--- config.mk ---
export PLATFORM = sky130hd
export DESIGN_NAME = rotmask_extract
export DESIGN_NICKNAME = d
export VERILOG_FILES = /design/src/rtl/rotmask_pkg.sv /design/src/rtl/rotmask_src_mux.sv /design/src/rtl/rotmask_rotator.sv /design/src/rtl/rotmask_masker.sv /design/src/rtl/rotmask_extract.sv
export SDC_FILE = /design/constraint.sdc
export NUM_CORES = 1
export LEC_CHECK = 0
export BUFFER_PORTS_ARGS = -buffer_cell sky130_fd_sc_hd__clkbuf_2
export CORE_MARGIN = 3
export CORE_UTILIZATION = 49
export CTS_CLUSTER_DIAMETER = 80
export DETAILED_ROUTE_END_ITERATION = 8
export GPL_TIMING_DRIVEN = 0
export PLACE_DENSITY = 0.88
export SKIP_CTS_REPAIR_TIMING = 1
export SLEW_MARGIN = 20
export SYNTH_ARGS = -nofsm -noshare
export SYNTH_HDL_FRONTEND = slang
export SYNTH_SLANG_ARGS = --single-unit
--- constraint.sdc ---
create_clock -name clk -period 4.9 [get_ports clk]
set_input_delay 1.47 -clock clk [delete_from_list [all_inputs] [get_ports clk]]
set_output_delay 1.47 -clock clk [all_outputs]
set_load 0.005 [all_outputs]
--- src/rtl/rotmask_pkg.sv ---
package rotmask_pkg;
    localparam int DW    = 16;
    localparam int CW    = $clog2(DW);
    localparam int NSL   = 5;
    localparam int UW    = DW * NSL;
    localparam int SPW   = 4;
    localparam int BRW   = 11;
    localparam int SELW  = 3;

    typedef enum logic [SELW-1:0] {
        SRC_STACK  = 3'd0,
        SRC_SPTR   = 3'd1,
        SRC_LIT    = 3'd2,
        SRC_SLICE0 = 3'd3,
        SRC_SLICE1 = 3'd4,
        SRC_SLICE2 = 3'd5,
        SRC_SLICE3 = 3'd6,
        SRC_SLICE4 = 3'd7
    } src_sel_e;
endpackage

--- src/rtl/rotmask_src_mux.sv ---
module rotmask_src_mux
    import rotmask_pkg::*;
#(
    parameter int W   = DW,
    parameter int NS  = NSL,
    parameter int SPB = SPW
) (
    input  src_sel_e            sel,
    input  logic [W-1:0]        stack_data,
    input  logic [SPB-1:0]      stack_ptr,
    input  logic [W-1:0]        literal,
    input  logic [W*NS-1:0]     uword,
    output logic [W-1:0]        operand
);
    logic [W-1:0] slice [NS];

    for (genvar k = 0; k < NS; k++) begin : g_slice
        assign slice[k] = uword[k*W +: W];
    end

    always_comb begin
        unique case (sel)
            SRC_STACK:  operand = stack_data;
            SRC_SPTR:   operand = W'(stack_ptr);
            SRC_LIT:    operand = literal;
            SRC_SLICE0: operand = slice[0];
            SRC_SLICE1: operand = slice[1];
            SRC_SLICE2: operand = slice[2];
            SRC_SLICE3: operand = slice[3];
            SRC_SLICE4: operand = slice[4];
            default:    operand = '0;
        endcase
    end
endmodule

--- src/rtl/rotmask_rotator.sv ---
module rotmask_rotator
    import rotmask_pkg::*;
#(
    parameter int W = DW,
    localparam int C = $clog2(W)
) (
    input  logic [W-1:0] din,
    input  logic [C-1:0] amt,
    output logic [W-1:0] dout
);
    logic [W-1:0] stage [C+1];

    assign stage[0] = din;

    for (genvar s = 0; s < C; s++) begin : g_stage
        localparam int D = 1 << s;
        assign stage[s+1] = amt[s] ? {stage[s][D-1:0], stage[s][W-1:D]} : stage[s];
    end

    assign dout = stage[C];
endmodule

--- src/rtl/rotmask_masker.sv ---
module rotmask_masker
    import rotmask_pkg::*;
#(
    parameter int W = DW,
    localparam int C = $clog2(W)
) (
    input  logic [W-1:0] din,
    input  logic [C-1:0] lcut,
    input  logic [C-1:0] rcut,
    output logic [W-1:0] dout
);
    for (genvar i = 0; i < W; i++) begin : g_bit
        logic keep;
        assign keep    = (int'(rcut) <= i) && ((i + int'(lcut)) < W);
        assign dout[i] = din[i] & keep;
    end
endmodule

--- src/rtl/rotmask_extract.sv ---
module rotmask_extract
    import rotmask_pkg::*;
(
    input  logic             clk,
    input  logic             rst_n,
    input  logic [SELW-1:0]  src_sel,
    input  logic [DW-1:0]    stack_data,
    input  logic [SPW-1:0]   stack_ptr,
    input  logic [DW-1:0]    literal,
    input  logic [UW-1:0]    uword,
    input  logic [CW-1:0]    rot_amt,
    input  logic [CW-1:0]    lmask,
    input  logic [CW-1:0]    rmask,
    output logic [DW-1:0]    data_out,
    output logic [BRW-1:0]   branch_out
);
    logic [DW-1:0] operand;
    logic [DW-1:0] rotated;
    logic [DW-1:0] masked;

    rotmask_src_mux #(.W(DW), .NS(NSL), .SPB(SPW)) u_mux (
        .sel        (src_sel_e'(src_sel)),
        .stack_data (stack_data),
        .stack_ptr  (stack_ptr),
        .literal    (literal),
        .uword      (uword),
        .operand    (operand)
    );

    rotmask_rotator #(.W(DW)) u_rot (
        .din  (operand),
        .amt  (rot_amt),
        .dout (rotated)
    );

    rotmask_masker #(.W(DW)) u_msk (
        .din  (rotated),
        .lcut (lmask),
        .rcut (rmask),
        .dout (masked)
    );

    always_ff @(posedge clk) begin
        if (!rst_n) begin
            data_out   <= '0;
            branch_out <= '0;
        end else begin
            data_out   <= masked;
            branch_out <= masked[BRW-1:0];
        end
    end


    top_clear_chk: assert property (@(posedge clk) disable iff (!rst_n)
        ($past(lmask) != 0) |->
        ((32'(data_out) >> (DW - int'($past(lmask)))) == 0));


    bottom_clear_chk: assert property (@(posedge clk) disable iff (!rst_n)
        ($past(rmask) != 0) |->
        ((32'(data_out) & ((32'd1 << $past(rmask)) - 32'd1)) == 0));


    branch_match_chk: assert property (@(posedge clk)
        branch_out == data_out[BRW-1:0]);


    rot_popcount_chk: assert property (@(posedge clk) disable iff (!rst_n)
        ($past(rst_n) && $past(lmask) == 0 && $past(rmask) == 0) |->
        ($countones(data_out) == $countones($past(operand))));
endmodule

==> impl.org <==
** Status
- Run status :: finished clean

** Clocking
- Root Buffer Master :: sky130_fd_sc_hd__clkbuf_8
- TritonCTS created 3 clock buffers.
- CTS tree :: done
- Num Clock Sinks :: 16
- Clock transition at the registers of the reported paths :: roughly 0.06 ns
- # H-tree levels :: 1
- Worst-case clock buffer depth :: 2

** Die
- The floorplan has 26 rows.
- For this configuration, the core starts out at a cell density of 0.520.
- Area of the core region :: 0.00527 mm²
- Die boundary height :: 80.8 µm
- In this run the count of I/O pins placed on the die edge is 160.
- The floorplan step defined a die boundary enclosing between 0.006 and 0.007 mm².
- Die X-Extent :: 80.8 µm

** GRT
- The first global-routing pass estimated 15200 µm of wire.
- Sum of overflow across all layers after global routing :: 0
- Initial antenna violation count :: 0
- In the global route stage, overall resource usage came out at 0.292.
- Entering global routing, the biggest net connects 11 pins.
- Vias in the first global route :: 3278

** Worst hold path
- Worst min-delay path endpoint :: data_out[15]$_SDFF_PN0_
- Path type of the worst min-delay path :: input pin to register
- Number of cells on the worst hold path :: 4
- The worst hold path begins at lmask[0].

** Drt
- Initial DRT Pass Iterations :: 7
- In the routed design, unresolved DRC markers number 0.
- Dividing the detail-routed via count by the number of cells gives 6.11.
- In the final routed layout, each cell accounts on average for 16.8 µm.
- The first routing iteration left 351 violations.
- Overall routed net length :: 9770 µm
- Vias after detailed routing :: 3556
- The detail route stage leaves a number of antenna-violating nets equal to 0.

** Synth
- Dominant cells by area after synthesis :: sky130_fd_sc_hd__mux2i_1 16%, sky130_fd_sc_hd__dfxtp_1 12%, sky130_fd_sc_hd__mux4_2 5.8%
- Counting every net in the synthesized netlist gives between 400 and 500.
- In the synthesized netlist the async set-or-reset flop fraction comes to 0.
- The commonest cells after synthesis are 43 x sky130_fd_sc_hd__mux2i_1, 35 x sky130_fd_sc_hd__nand2_1, 27 x sky130_fd_sc_hd__nor2_1.
- Yosys mapped a number of flops with a built-in enable equal to 0.
- Area share of the largest cell type after synthesis :: 0.157
- Sequential cell area fraction in the yosys report :: 0.117
- A synthesized cell averages 7.68 µm².
- The synthesized netlist occupies a cell area of ~0.0027 mm².
- Mapped Cells :: 357
- The synthesized design spends more area on one cell type than any other, namely sky130_fd_sc_hd__mux2i_1.
- Number of library cell types mapped by synthesis :: 62
- Ys Warns :: 0
- Primary FF master, synth :: sky130_fd_sc_hd__dfxtp_1
- Most frequent cell after synthesis :: sky130_fd_sc_hd__mux2i_1
- In this run, synthesis produced a sequential element count of 16.

** Timing
- Setup repair after global routing missed its margin :: false
- Timing would allow up to 285 MHz.
- The final count of pins violating max slew was 0.
- Crit path time final :: between 3 and 4 ns
- The number of hold violations in the final report was 0.
- Final setup violation count :: 0
- In the post-route analysis, the smallest setup slack over all paths is 1.39 ns.
- Headroom to the max-slew limit came out at 0.631.
- Actual transition at the worst max-transition pin :: 0.554 ns
- For the final routed database, the setup TNS stands at 0 ns.
- Of the available clock period, the critical path in the final layout requires 0.716.

** Placement
- The congestion estimate from routability-driven global placement came to 0.956.
- After legalization and detailed placement, the total HPWL measured 8340 µm.
- Placed standard-cell area :: 0.00358 mm²
- Prior to clock tree synthesis, the placed netlist has a worst setup slack of 1.15 ns.
- Port buffering added between 150 and 200 buffers.

** Worst setup path
- Counting both buffers and inverters, the worst setup path holds a total of 4.
- Highest-delay cell along the critical path :: sky130_fd_sc_hd__clkbuf_1
- The worst setup path is of the input pin to register kind.
- Library cell appearing most often on the critical path :: sky130_fd_sc_hd__clkbuf_1
- Critical path's top delay family :: buffers and inverters
- The signal on the critical path passes through clkbuf_1, inv_1, clkbuf_1, clkbuf_1, mux2i_1, mux4_2, nor2_1, a211oi_1.
- Worst setup path startpoint :: rot_amt[0]
- For this run, the slowest stage of the critical path takes 0.49 ns.
- Signal arrival time at the worst endpoint :: 3.65 ns
- STA classifies the critical path endpoint as a register.
- At the worst endpoint, the required time is 5.04 ns.
- STA classifies the critical path startpoint as an input pin.
- Along the worst path, the maximum fanout reaches 10.

** Cells and area
- Largest registers :: data_out: 16 flops
- Number of diodes added for antenna fixing :: 0
- Max reg flops :: 16
- Area of all placed cells without fillers :: 0.00364 mm²
- Final-stage net count :: around 650
- Of the cells placed in the final design, the portion with a size suffix greater than 1 is 0.391.
- Once layout is complete, the utilization of the core stands at 0.690.
- The register with the most flip-flops in the final layout is data_out.
- Area grow syn2layout :: 32.8%

** Pwr
- The analysis attributes to cell leakage a power of 1.83 nW.
- Power density over cell area :: 159 mW/mm²
- The worst-case IR drop observed on VDD is 0.000139 V.

** Job
- Max-cap violations in this run came to 0.
[cell families (layout without fill, tap and decap cells)]
| family | after synthesis | after routing | synth area share |
|---|---|---|---|
| compound gates | 112 | 112 | 0.300 |
| buf+inv | 51 | 206 | 0.119 |
| flops | 16 | 16 | 0.117 |
| mux | 57 | 57 | 0.250 |
| simple gates | 121 | 121 | 0.213 |
[cell type report]
cell class | count | area [µm²]
fillers | 453 | 1630
well taps | 70 | 87.6
repair buffers | 151 | 756
flip-flops and latches | 16 | 320
plain buffers | 43 | 297
multi-input cells | 290 | 2090
clock buffers | 4 | 55.1
inverters | 8 | 30.0
[through the flow]
| step | hold slack (ns) | power, mW | cells |
|---|---|---|---|
| 6_report | 1.56 | 0.579 | 582 |
| 5_1_grt | 1.59 | 0.612 | 582 |
| 4_1_cts | 1.56 | 0.572 | 582 |
| 3_5_place_dp | 1.81 | 0.456 | 578 |
| 3_3_place_gp | 1.80 | 0.448 | 578 |
| 2_1_floorplan | 1.62 | 0.346 | 357 |
[power by group]
group          switching [mW]  internal, mW  total (mW)
combinational           0.169         0.155       0.324
sequential            0.00211         0.135       0.137
clock                  0.0465        0.0712       0.118
total                   0.218         0.361       0.579
[how the worst max path moves through the flow]
stage | cells after the start | to | slack (ns)
global route | 9 | data_out[4]$_SDFF_PN0_ | 1.21
global placement | 8 | data_out[11]$_SDFF_PN0_ | 1.14
finish | 8 | data_out[0]$_SDFF_PN0_ | 1.39
CTS | 8 | data_out[11]$_SDFF_PN0_ | 1.40
detailed placement | 8 | data_out[11]$_SDFF_PN0_ | 1.15
floorplan | 8 | data_out[10]$_SDFF_PN0_ | 1.48
[metal layers]
metal	vias up	GRT usage	wire (µm)
met1	1624	0.360	3700
li1	1664	-	-
met4	0	0.0625	138
met2	248	0.544	5040
met3	20	0.0333	891
met5	-	0	0
[cell usage in the layout (no fill, tap or decap), drive strengths merged, types with 2 or more instances in the layout]
cell type	count
clkbuf	173
mux2i	43
nand2	35
nor2	27
nand3	26
o21ai	26
buf	25
dfxtp	16
a211oi	11
a21oi	10
a2bb2oi	9
a22oi	8
mux4	8
inv	7
o211ai	6
mux2	6
a31oi	5
nand2b	5
o211a	5
a41oi	5
and3	4
nor3	4
a32oi	4
and2	4
a211o	3
nand4	3
or3	3
o221ai	3
nor2b	3
or2	3
o22a	2
a32o	2
o2bb2ai	2
o22ai	2
a21bo	2
Note: power is estimated with default switching activity, not from simulation.
